**src/rtl/pmx_pkg.sv**
```systemverilog
package pmx_pkg;

  typedef struct packed {
    logic [7:0] snd;  // 8'hFF = variable (length byte on link)
    logic [7:0] rcv;
  } len_pair_t;

  typedef enum logic [2:0] {
    S_IDLE, S_OP, S_LEN, S_PAY, S_RLEN, S_RDAT
  } eng_st_t;

  typedef enum logic [1:0] {
    H_IDLE, H_SHIFT, H_WAIT
  } hs_st_t;

  function automatic len_pair_t len_rule(input logic [7:0] op);
    len_pair_t p;
    p.snd = op[3] ? 8'hFF : {5'b0, op[2:0]};
    p.rcv = op[4] ? 8'hFF : {5'b0, op[7], op[6:5]};
    return p;
  endfunction

endpackage

```
**src/rtl/pmx_len_table.sv**
```systemverilog
module pmx_len_table
  import pmx_pkg::*;
(
  input  logic [7:0] op_i,
  output len_pair_t  len_o
);
  localparam int N_OP = 256;

  len_pair_t tab [N_OP];

  for (genvar g = 0; g < N_OP; g++) begin : g_ent
    assign tab[g] = len_rule(8'(g));
  end

  assign len_o = tab[op_i];

endmodule

```
**src/rtl/pmx_byte_hs.sv**
```systemverilog
module pmx_byte_hs
  import pmx_pkg::*;
#(
  parameter int TIMEOUT_CYC = 3200,
  localparam int TW = $clog2(TIMEOUT_CYC + 1)
) (
  input  logic       clk_i,
  input  logic       rst_ni,
  input  logic       start_i,
  input  logic       dir_out_i,
  input  logic [7:0] tx_i,
  output logic       done_o,
  output logic       tout_o,
  output logic [7:0] rx_o,
  output logic       sh_load_o,
  output logic       sh_dir_o,
  output logic [7:0] sh_tx_o,
  input  logic [7:0] sh_rx_i,
  input  logic       sh_done_i,
  output logic       treq_no,
  input  logic       tack_ni
);
  hs_st_t        st_q;
  logic [TW-1:0] cnt_q;

  always_ff @(posedge clk_i or negedge rst_ni) begin
    if (!rst_ni) begin
      st_q      <= H_IDLE;
      treq_no   <= 1'b1;
      sh_load_o <= 1'b0;
      sh_dir_o  <= 1'b0;
      sh_tx_o   <= '0;
      rx_o      <= '0;
      cnt_q     <= '0;
      done_o    <= 1'b0;
      tout_o    <= 1'b0;
    end else begin
      sh_load_o <= 1'b0;
      done_o    <= 1'b0;
      tout_o    <= 1'b0;
      unique case (st_q)
        H_IDLE: if (start_i) begin
          sh_load_o <= 1'b1;
          treq_no   <= 1'b0;
          sh_dir_o  <= dir_out_i;
          sh_tx_o   <= tx_i;
          st_q      <= H_SHIFT;
        end
        H_SHIFT: if (sh_done_i) begin
          treq_no <= 1'b1;
          rx_o    <= sh_rx_i;
          cnt_q   <= '0;
          st_q    <= H_WAIT;
        end
        H_WAIT: begin
          if (tack_ni) begin
            done_o <= 1'b1;
            st_q   <= H_IDLE;
          end else if (cnt_q == TW'(TIMEOUT_CYC - 1)) begin
            tout_o <= 1'b1;
            st_q   <= H_IDLE;
          end else begin
            cnt_q <= cnt_q + 1'b1;
          end
        end
        default: st_q <= H_IDLE;
      endcase
    end
  end

  assert_start_on_ack_R3: assert property (@(posedge clk_i) disable iff (!rst_ni)
    (st_q == H_IDLE && start_i) |-> tack_ni);

  assert_release_after_shift_R3: assert property (@(posedge clk_i) disable iff (!rst_ni)
    $rose(treq_no) |-> $past(sh_done_i));

  assert_tout_on_low_ack_R4: assert property (@(posedge clk_i) disable iff (!rst_ni)
    tout_o |-> $past(!tack_ni));

endmodule

```
**src/rtl/pmx_rsp_buf.sv**
```systemverilog
module pmx_rsp_buf #(
  parameter int MAX_PAY = 32,
  localparam int CW = $clog2(MAX_PAY + 1),
  localparam int DW = MAX_PAY * 8
) (
  input  logic          clk_i,
  input  logic          rst_ni,
  input  logic          clr_i,
  input  logic          wr_i,
  input  logic [CW-1:0] idx_i,
  input  logic [7:0]    d_i,
  output logic [DW-1:0] q_o
);
  logic [7:0] mem [MAX_PAY];

  for (genvar g = 0; g < MAX_PAY; g++) begin : g_byte
    always_ff @(posedge clk_i or negedge rst_ni) begin
      if (!rst_ni)                           mem[g] <= '0;
      else if (clr_i)                        mem[g] <= '0;
      else if (wr_i && idx_i == CW'(g))      mem[g] <= d_i;
    end
    assign q_o[g*8 +: 8] = mem[g];
  end

endmodule

```
**src/rtl/pmx_cmd_engine.sv**
```systemverilog
module pmx_cmd_engine
  import pmx_pkg::*;
#(
  parameter int         MAX_PAY     = 32,
  parameter int         TIMEOUT_CYC = 3200,
  parameter logic [7:0] ACK_OP      = 8'h10,
  localparam int CW = $clog2(MAX_PAY + 1),
  localparam int DW = MAX_PAY * 8
) (
  input  logic          clk_i,
  input  logic          rst_ni,
  input  logic          irq_i,
  input  logic          req_valid_i,
  output logic          req_ready_o,
  input  logic [7:0]    req_op_i,
  input  logic [CW-1:0] req_cnt_i,
  input  logic [DW-1:0] req_data_i,
  input  logic          req_defer_i,
  output logic          req_reject_o,
  output logic          sh_load_o,
  output logic          sh_dir_o,
  output logic [7:0]    sh_tx_o,
  input  logic [7:0]    sh_rx_i,
  input  logic          sh_done_i,
  output logic          treq_no,
  input  logic          tack_ni,
  output logic          rsp_done_o,
  output logic          rsp_intr_o,
  output logic [CW-1:0] rsp_cnt_o,
  output logic [DW-1:0] rsp_data_o,
  output logic          err_timeout_o,
  output logic          err_badlen_o
);
  localparam logic [CW-1:0] MAX_C = CW'(MAX_PAY);
  localparam logic [7:0]    MAX_B = 8'(MAX_PAY);

  len_pair_t req_len;

  // request slot
  logic          slot_v_q, slot_def_q;
  logic [7:0]    slot_op_q;
  logic [CW-1:0] slot_cnt_q;
  logic [DW-1:0] slot_data_q;
  len_pair_t     slot_len_q;

  // active transaction
  eng_st_t       st_q, st_n;
  logic          go_q, go_n;
  logic [7:0]    cur_op_q;
  logic [CW-1:0] cur_cnt_q;
  logic [DW-1:0] cur_data_q;
  logic          cur_def_q, cur_intr_q;
  len_pair_t     cur_len_q;
  logic [CW-1:0] idx_q, idx_n, rlen_q, rlen_n;
  logic          pend_q, await_q;

  logic          take_irq, take_req, tx_end, fin, bad_len, wr_en;
  logic          hs_done, hs_tout;
  logic [7:0]    hs_rx, tx_byte;
  logic          req_bad;

  pmx_len_table u_tab (.op_i(req_op_i), .len_o(req_len));

  assign req_bad = (req_cnt_i > MAX_C) ||
                   (!req_len.snd[7] && req_len.snd != 8'(req_cnt_i));

  assign req_ready_o = !slot_v_q;

  always_comb begin
    st_n     = st_q;
    go_n     = 1'b0;
    idx_n    = idx_q;
    rlen_n   = rlen_q;
    take_irq = 1'b0;
    take_req = 1'b0;
    tx_end   = 1'b0;
    fin      = 1'b0;
    bad_len  = 1'b0;
    wr_en    = 1'b0;
    unique case (st_q)
      S_IDLE: begin
        if (pend_q) begin
          take_irq = 1'b1;
          st_n = S_OP;
          go_n = 1'b1;
        end else if (slot_v_q && !(slot_def_q && await_q)) begin
          take_req = 1'b1;
          st_n = S_OP;
          go_n = 1'b1;
        end
      end
      S_OP: if (hs_done) begin
        if (cur_len_q.snd[7]) begin
          st_n = S_LEN;
          go_n = 1'b1;
        end else if (cur_len_q.snd != 8'd0) begin
          st_n  = S_PAY;
          idx_n = '0;
          go_n  = 1'b1;
        end else begin
          tx_end = 1'b1;
        end
      end
      S_LEN: if (hs_done) begin
        if (cur_cnt_q != '0) begin
          st_n  = S_PAY;
          idx_n = '0;
          go_n  = 1'b1;
        end else begin
          tx_end = 1'b1;
        end
      end
      S_PAY: if (hs_done) begin
        if (idx_q == cur_cnt_q - 1'b1) begin
          tx_end = 1'b1;
        end else begin
          idx_n = idx_q + 1'b1;
          go_n  = 1'b1;
        end
      end
      S_RLEN: if (hs_done) begin
        if (hs_rx > MAX_B) begin
          bad_len = 1'b1;
          st_n    = S_IDLE;
        end else if (hs_rx == 8'd0) begin
          fin  = 1'b1;
          st_n = S_IDLE;
        end else begin
          rlen_n = hs_rx[CW-1:0];
          idx_n  = '0;
          st_n   = S_RDAT;
          go_n   = 1'b1;
        end
      end
      S_RDAT: if (hs_done) begin
        wr_en = 1'b1;
        if (idx_q == rlen_q - 1'b1) begin
          fin  = 1'b1;
          st_n = S_IDLE;
        end else begin
          idx_n = idx_q + 1'b1;
          go_n  = 1'b1;
        end
      end
      default: st_n = S_IDLE;
    endcase

    if (tx_end) begin
      if (cur_len_q.rcv == 8'd0) begin
        fin  = 1'b1;
        st_n = S_IDLE;
      end else if (cur_len_q.rcv[7]) begin
        st_n = S_RLEN;
        go_n = 1'b1;
      end else begin
        st_n   = S_RDAT;
        idx_n  = '0;
        rlen_n = cur_len_q.rcv[CW-1:0];
        go_n   = 1'b1;
      end
    end

    if (hs_tout) begin
      st_n = S_IDLE;
      go_n = 1'b0;
    end
  end

  always_comb begin
    unique case (st_q)
      S_OP:    tx_byte = cur_op_q;
      S_LEN:   tx_byte = 8'(cur_cnt_q);
      S_PAY:   tx_byte = cur_data_q[{idx_q, 3'b000} +: 8];
      default: tx_byte = 8'h00;
    endcase
  end

  always_ff @(posedge clk_i or negedge rst_ni) begin
    if (!rst_ni) begin
      st_q          <= S_IDLE;
      go_q          <= 1'b0;
      idx_q         <= '0;
      rlen_q        <= '0;
      slot_v_q      <= 1'b0;
      slot_def_q    <= 1'b0;
      slot_op_q     <= '0;
      slot_cnt_q    <= '0;
      slot_data_q   <= '0;
      slot_len_q    <= '0;
      cur_op_q      <= '0;
      cur_cnt_q     <= '0;
      cur_data_q    <= '0;
      cur_def_q     <= 1'b0;
      cur_intr_q    <= 1'b0;
      cur_len_q     <= '0;
      pend_q        <= 1'b0;
      await_q       <= 1'b0;
      req_reject_o  <= 1'b0;
      rsp_done_o    <= 1'b0;
      rsp_intr_o    <= 1'b0;
      rsp_cnt_o     <= '0;
      err_timeout_o <= 1'b0;
      err_badlen_o  <= 1'b0;
    end else begin
      st_q   <= st_n;
      go_q   <= go_n;
      idx_q  <= idx_n;
      rlen_q <= rlen_n;

      req_reject_o <= 1'b0;
      if (req_valid_i && !slot_v_q) begin
        if (req_bad) begin
          req_reject_o <= 1'b1;
        end else begin
          slot_v_q    <= 1'b1;
          slot_op_q   <= req_op_i;
          slot_cnt_q  <= req_cnt_i;
          slot_data_q <= req_data_i;
          slot_def_q  <= req_defer_i;
          slot_len_q  <= req_len;
        end
      end

      if (take_irq) begin
        cur_op_q   <= ACK_OP;
        cur_cnt_q  <= '0;
        cur_data_q <= '0;
        cur_def_q  <= 1'b0;
        cur_intr_q <= 1'b1;
        cur_len_q  <= '{snd: 8'h00, rcv: 8'hFF};
      end else if (take_req) begin
        cur_op_q   <= slot_op_q;
        cur_cnt_q  <= slot_cnt_q;
        cur_data_q <= slot_data_q;
        cur_def_q  <= slot_def_q;
        cur_intr_q <= 1'b0;
        cur_len_q  <= slot_len_q;
        slot_v_q   <= 1'b0;
      end

      if (irq_i)         pend_q <= 1'b1;
      else if (take_irq) pend_q <= 1'b0;

      if (fin && cur_intr_q)                    await_q <= 1'b0;
      else if (fin && tx_end && cur_def_q)      await_q <= 1'b1;

      rsp_done_o    <= fin;
      rsp_intr_o    <= fin && cur_intr_q;
      if (fin) rsp_cnt_o <= (st_q == S_RDAT) ? idx_q + 1'b1 : '0;
      err_timeout_o <= hs_tout;
      err_badlen_o  <= bad_len;
    end
  end

  pmx_byte_hs #(.TIMEOUT_CYC(TIMEOUT_CYC)) u_hs (
    .clk_i     (clk_i),
    .rst_ni    (rst_ni),
    .start_i   (go_q),
    .dir_out_i (st_q == S_OP || st_q == S_LEN || st_q == S_PAY),
    .tx_i      (tx_byte),
    .done_o    (hs_done),
    .tout_o    (hs_tout),
    .rx_o      (hs_rx),
    .sh_load_o (sh_load_o),
    .sh_dir_o  (sh_dir_o),
    .sh_tx_o   (sh_tx_o),
    .sh_rx_i   (sh_rx_i),
    .sh_done_i (sh_done_i),
    .treq_no   (treq_no),
    .tack_ni   (tack_ni)
  );

  pmx_rsp_buf #(.MAX_PAY(MAX_PAY)) u_buf (
    .clk_i  (clk_i),
    .rst_ni (rst_ni),
    .clr_i  (take_irq || take_req),
    .wr_i   (wr_en),
    .idx_i  (idx_q),
    .d_i    (hs_rx),
    .q_o    (rsp_data_o)
  );

  assert_irq_first_R7: assert property (@(posedge clk_i) disable iff (!rst_ni)
    (st_q == S_IDLE && pend_q) |=> (st_q == S_OP && cur_intr_q && cur_op_q == ACK_OP));

  assert_defer_hold_R9: assert property (@(posedge clk_i) disable iff (!rst_ni)
    (st_q == S_IDLE && !pend_q && slot_v_q && slot_def_q && await_q) |=> (st_q == S_IDLE));

  assert_one_outcome_R6: assert property (@(posedge clk_i) disable iff (!rst_ni)
    $onehot0({rsp_done_o, err_timeout_o, err_badlen_o}));

  assert_reject_not_stored_R8: assert property (@(posedge clk_i) disable iff (!rst_ni)
    req_reject_o |-> $stable(slot_v_q));

endmodule

```
**config.mk**
```make
export PLATFORM = sky130hd
export DESIGN_NAME = pmx_cmd_engine
export DESIGN_NICKNAME = d
export VERILOG_FILES = /design/src/rtl/pmx_pkg.sv /design/src/rtl/pmx_len_table.sv /design/src/rtl/pmx_byte_hs.sv /design/src/rtl/pmx_rsp_buf.sv /design/src/rtl/pmx_cmd_engine.sv
export SDC_FILE = /design/constraint.sdc
export NUM_CORES = 1
export LEC_CHECK = 0
export ABC_AREA = 1
export BUFFER_PORTS_ARGS = -buffer_cell sky130_fd_sc_hd__buf_2
export CORE_MARGIN = 10
export CORE_UTILIZATION = 30
export CTS_BUF_LIST = sky130_fd_sc_hd__clkbuf_4
export DETAILED_ROUTE_END_ITERATION = 10
export PLACE_DENSITY = 0.45
export SLEW_MARGIN = 20
export SYNTH_ARGS = -nofsm -noshare
export SYNTH_HDL_FRONTEND = slang
export SYNTH_HIERARCHICAL = 1
export SYNTH_SLANG_ARGS = --single-unit
```
**constraint.sdc**
```tcl
create_clock -name clk_i -period 7.6 [get_ports clk_i]
set_clock_uncertainty 0.1 [all_clocks]
set_input_delay 0.38 -clock clk_i [delete_from_list [all_inputs] [get_ports clk_i]]
set_output_delay 0.38 -clock clk_i [all_outputs]
set_load 0.01 [all_outputs]
```
==> impl_metrics.yaml <==
status:
  outcome: "complete, no violations"
detailed_routing:
  drt_iter0_drc: 2363
  post_drt_wl_per_cell_um: 20.0
  viasPerCell: 4.72
  drcViolationCount: 0
  antenna_left: 0
  vias: 34904
  routed_wl_mm: 148
  dr.pass1.iters: 5
power:
  clockPowerShare: 0.256
  cellPowerDensity_nw_per_um2: 342
  p_int_mw: 10.8
  ir_worst_vdd_v: 0.000345
  net-switching-power_mw: 7.09
  pwr-share-comb: 0.344
  p_seq_frac: 0.400
  swShare: 0.397
  p_leak_nw: 27.7
logic_synthesis:
  yosysSeqAreaShare: 0.590
  synth_common_cells: "nand2_1 (1028), dfrtp_1 (895), inv_1 (448)"
  synth_warnings: 6
  ys_seq_elements: 896
  post-synth-top-area-cell: "dfrtp_1"
  syn_avg_cell_area_um2: 8.94
  syn-cell-area_um2: 38000
  synthCells: 4251
  yosysMostFrequentCell: "nand2_1"
  yosysTopAreaCellShare: 0.589
  synth_flop_cell: "dfrtp_1"
  synth_cell_types: 44
  synth_edf_count: 0
  synth-async-reset-ratio: 1.00
  synth.area.top_cells: "dfrtp_1 (59%), nand2_1 (10%), o21ai_0 (5.4%)"
  syn_nets: 4540
floorplanning:
  die_h_um: 376
  core-area_um2: 126000
  floorplan.die_area_um2: 141000
  fp-row-count: 130
  ios: 564
  die_x_um: 376
  start_util: 0.302
cts:
  cts_buffers: 277
  clockBufferDepth: 4
  cts_num_sinks: 896
  cts_setup_buffers: 0
  cts_tree: "done"
  path_clk_slew_ns: 0.06
  clkLatencyLatePin_ns: 1.26
  root_buffer: "clkbuf_4"
  cts.htree.levels: 5
min_path:
  hold_depth: 6
  min_to: "slot_len_q[10]"
  min_from: "req_op_i[2]"
  hp-class: "primary input to flop"
global_routing:
  grtUsageMet2: 0.329
  grt_pass1_vias: 36244
  antenna_found_initial: 12
  grt_overflow: 0
  grt_pass1_wl_mm: 226
  grt_use_total: 0.206
  use_met3: 0.0585
  grt_max_degree: 191
  top_usage_layer: "met2"
  met1_usage: 0.265
placed_design:
  portBuffers: 563
  dp_slack_ns: 3.64
  dpl_cell_area_um2: 42200
  post-dp-hpwl_mm: 94.5
  place_congestion: 0.819
timing:
  finalSetupViolCount: 0
  fin_ws_ns: 3.62
  final_max_slew_viol_count: 0
  final.period_utilization: 0.524
  worst_slew_pin_slew_ns: 1.16
  max_freq_mhz: 251
  relSlewSlack: 0.227
  hold_violations: 0
  rsz0062_at_grt: "no"
  period_needed_ns: 3.98
  timing.setup.tns_ns: 0
setup_path:
  critical_path_class: "flop to flop"
  crit_fanout: 181
  cp.arrival_ns: 4.97
  setup.worst_path.start_class: "flop"
  rr_worst_depth: 11
  rr_endpoint: "u_buf/q_o[50]"
  timing.rr.start: "st_q[1]"
  reg2reg_slack_ns: 3.62
  critPathRequiredTime_ns: 8.59
  crit_path_end_kind: "flop"
final_layout:
  nets: 5846
  areaGrowthSynthToFinish_pct: 37.5
  final_util: 0.416
  layout-drive-gt1-share: 0.196
  finish.instance_area_um2: 52300
job:
  drv_cap: 0
cells in the final DEF, fill, tap and decap left out, drive strengths merged, types with 9 or more instances in the layout:
cell type | Yosys | layout
o22ai | 37 | 37
diode | 0 | 21
a21oi | 176 | 176
nor2 | 234 | 234
clkbuf | 123 | 416
nand2 | 1049 | 1049
nor3 | 9 | 9
buf | 131 | 604
o211ai | 65 | 65
dlygate4sd3 | 0 | 677
nand3 | 369 | 369
a22oi | 13 | 13
o21ai | 458 | 458
a22o | 142 | 142
dfrtp | 895 | 895
clkinv | 2 | 30
xnor2 | 10 | 10
inv | 492 | 494
stage by stage:
step,total power [mW],hold slack (ns),instances
after floorplan,10.7,-0.0156,4251
after detailed placement,12.9,0.332,6250
final,17.9,0.138,7395
after global placement,12.8,0.338,6250
after CTS,18.1,0.0134,7374
after global routing,19.3,0.0345,7389
cell type report:
cell class                 count  area, µm²
inverter                     494       1880
clock buffer                 416       3120
multi-input combinational   2607      12600
clock inverter                30        114
timing repair buffer        1281       9990
fill                       12688      73500
tap                         1650       2060
antenna                       21       52.6
sequential                   896      22400
worst max-delay path, stage by stage, from the launching register on:
cell and delay, ns:
dfrtp_1 0.42, nor2_2 0.18, nand2_1 0.14, nor3_4 0.57, clkinv_2 0.48, nand2_4 0.42
inv_8 0.30, nand2_1 0.24, inv_1 0.26, buf_4 0.35, nand2_1 0.11, nand2_1 0.06
state kept, by name, indices dropped and copies added (netlist names), 8 cells and up:
register      count
slot_data_q     256
slot_len_q       16
u_hs/cnt_q       12
cur_op_q          8
u_hs/sh_tx_o      8
slot_op_q         8
cur_data_q      256
u_buf/q_o       256
u_hs/rx_o         8
cur_len_q        16
kinds of logic (layout without fill, tap and decap cells):
kind of cell	Yosys count	count (layout)	share of synthesized area
and+or+nand+nor	1673	1673	0.183
xor gates and xnor gates	18	18	0.00415
AOI/OAI and AO/OA	904	904	0.141
other	0	21	0
DFF	896	896	0.590
muxes	8	8	0.00237
adders and majority gates	4	4	0.00132
buffers and inverters	748	2221	0.0787
per-layer routing:
metal,wire (µm),vias up
met4,4500,12
li1,-,16651
met3,9880,286
met5,77,-
met2,68400,1122
met1,64800,16833
power by group through the flow:
stage                     Clock [mW]  Sequential [mW]  Combinational, mW
after floorplan                    0             6.85               3.83
after global placement             0             7.21               5.61
after detailed placement           0             7.21               5.66
after CTS                       4.75             7.14               6.23
after global routing            5.03             7.32               6.91
final                           4.58             7.14               6.15
repair_timing:
item,4_1_cts,5_1_grt
hold endpoints to repair,1042,0
resized for setup,0,0
hold buffers,678,0
worst max path at each step:
stage / start / endpoint / slack, ns / cells past startpoint
floorplan: st_q[1] / u_buf/q_o[10] / 5.20 / 13
global placement: st_q[1] / u_buf/q_o[50] / 3.77 / 11
detailed placement: st_q[1] / u_buf/q_o[242] / 3.64 / 11
CTS: st_q[1] / u_buf/q_o[50] / 3.66 / 11
global route: st_q[1] / u_buf/q_o[34] / 3.37 / 11
finish: st_q[1] / u_buf/q_o[50] / 3.62 / 11
Power figures use the tool's default switching activity.
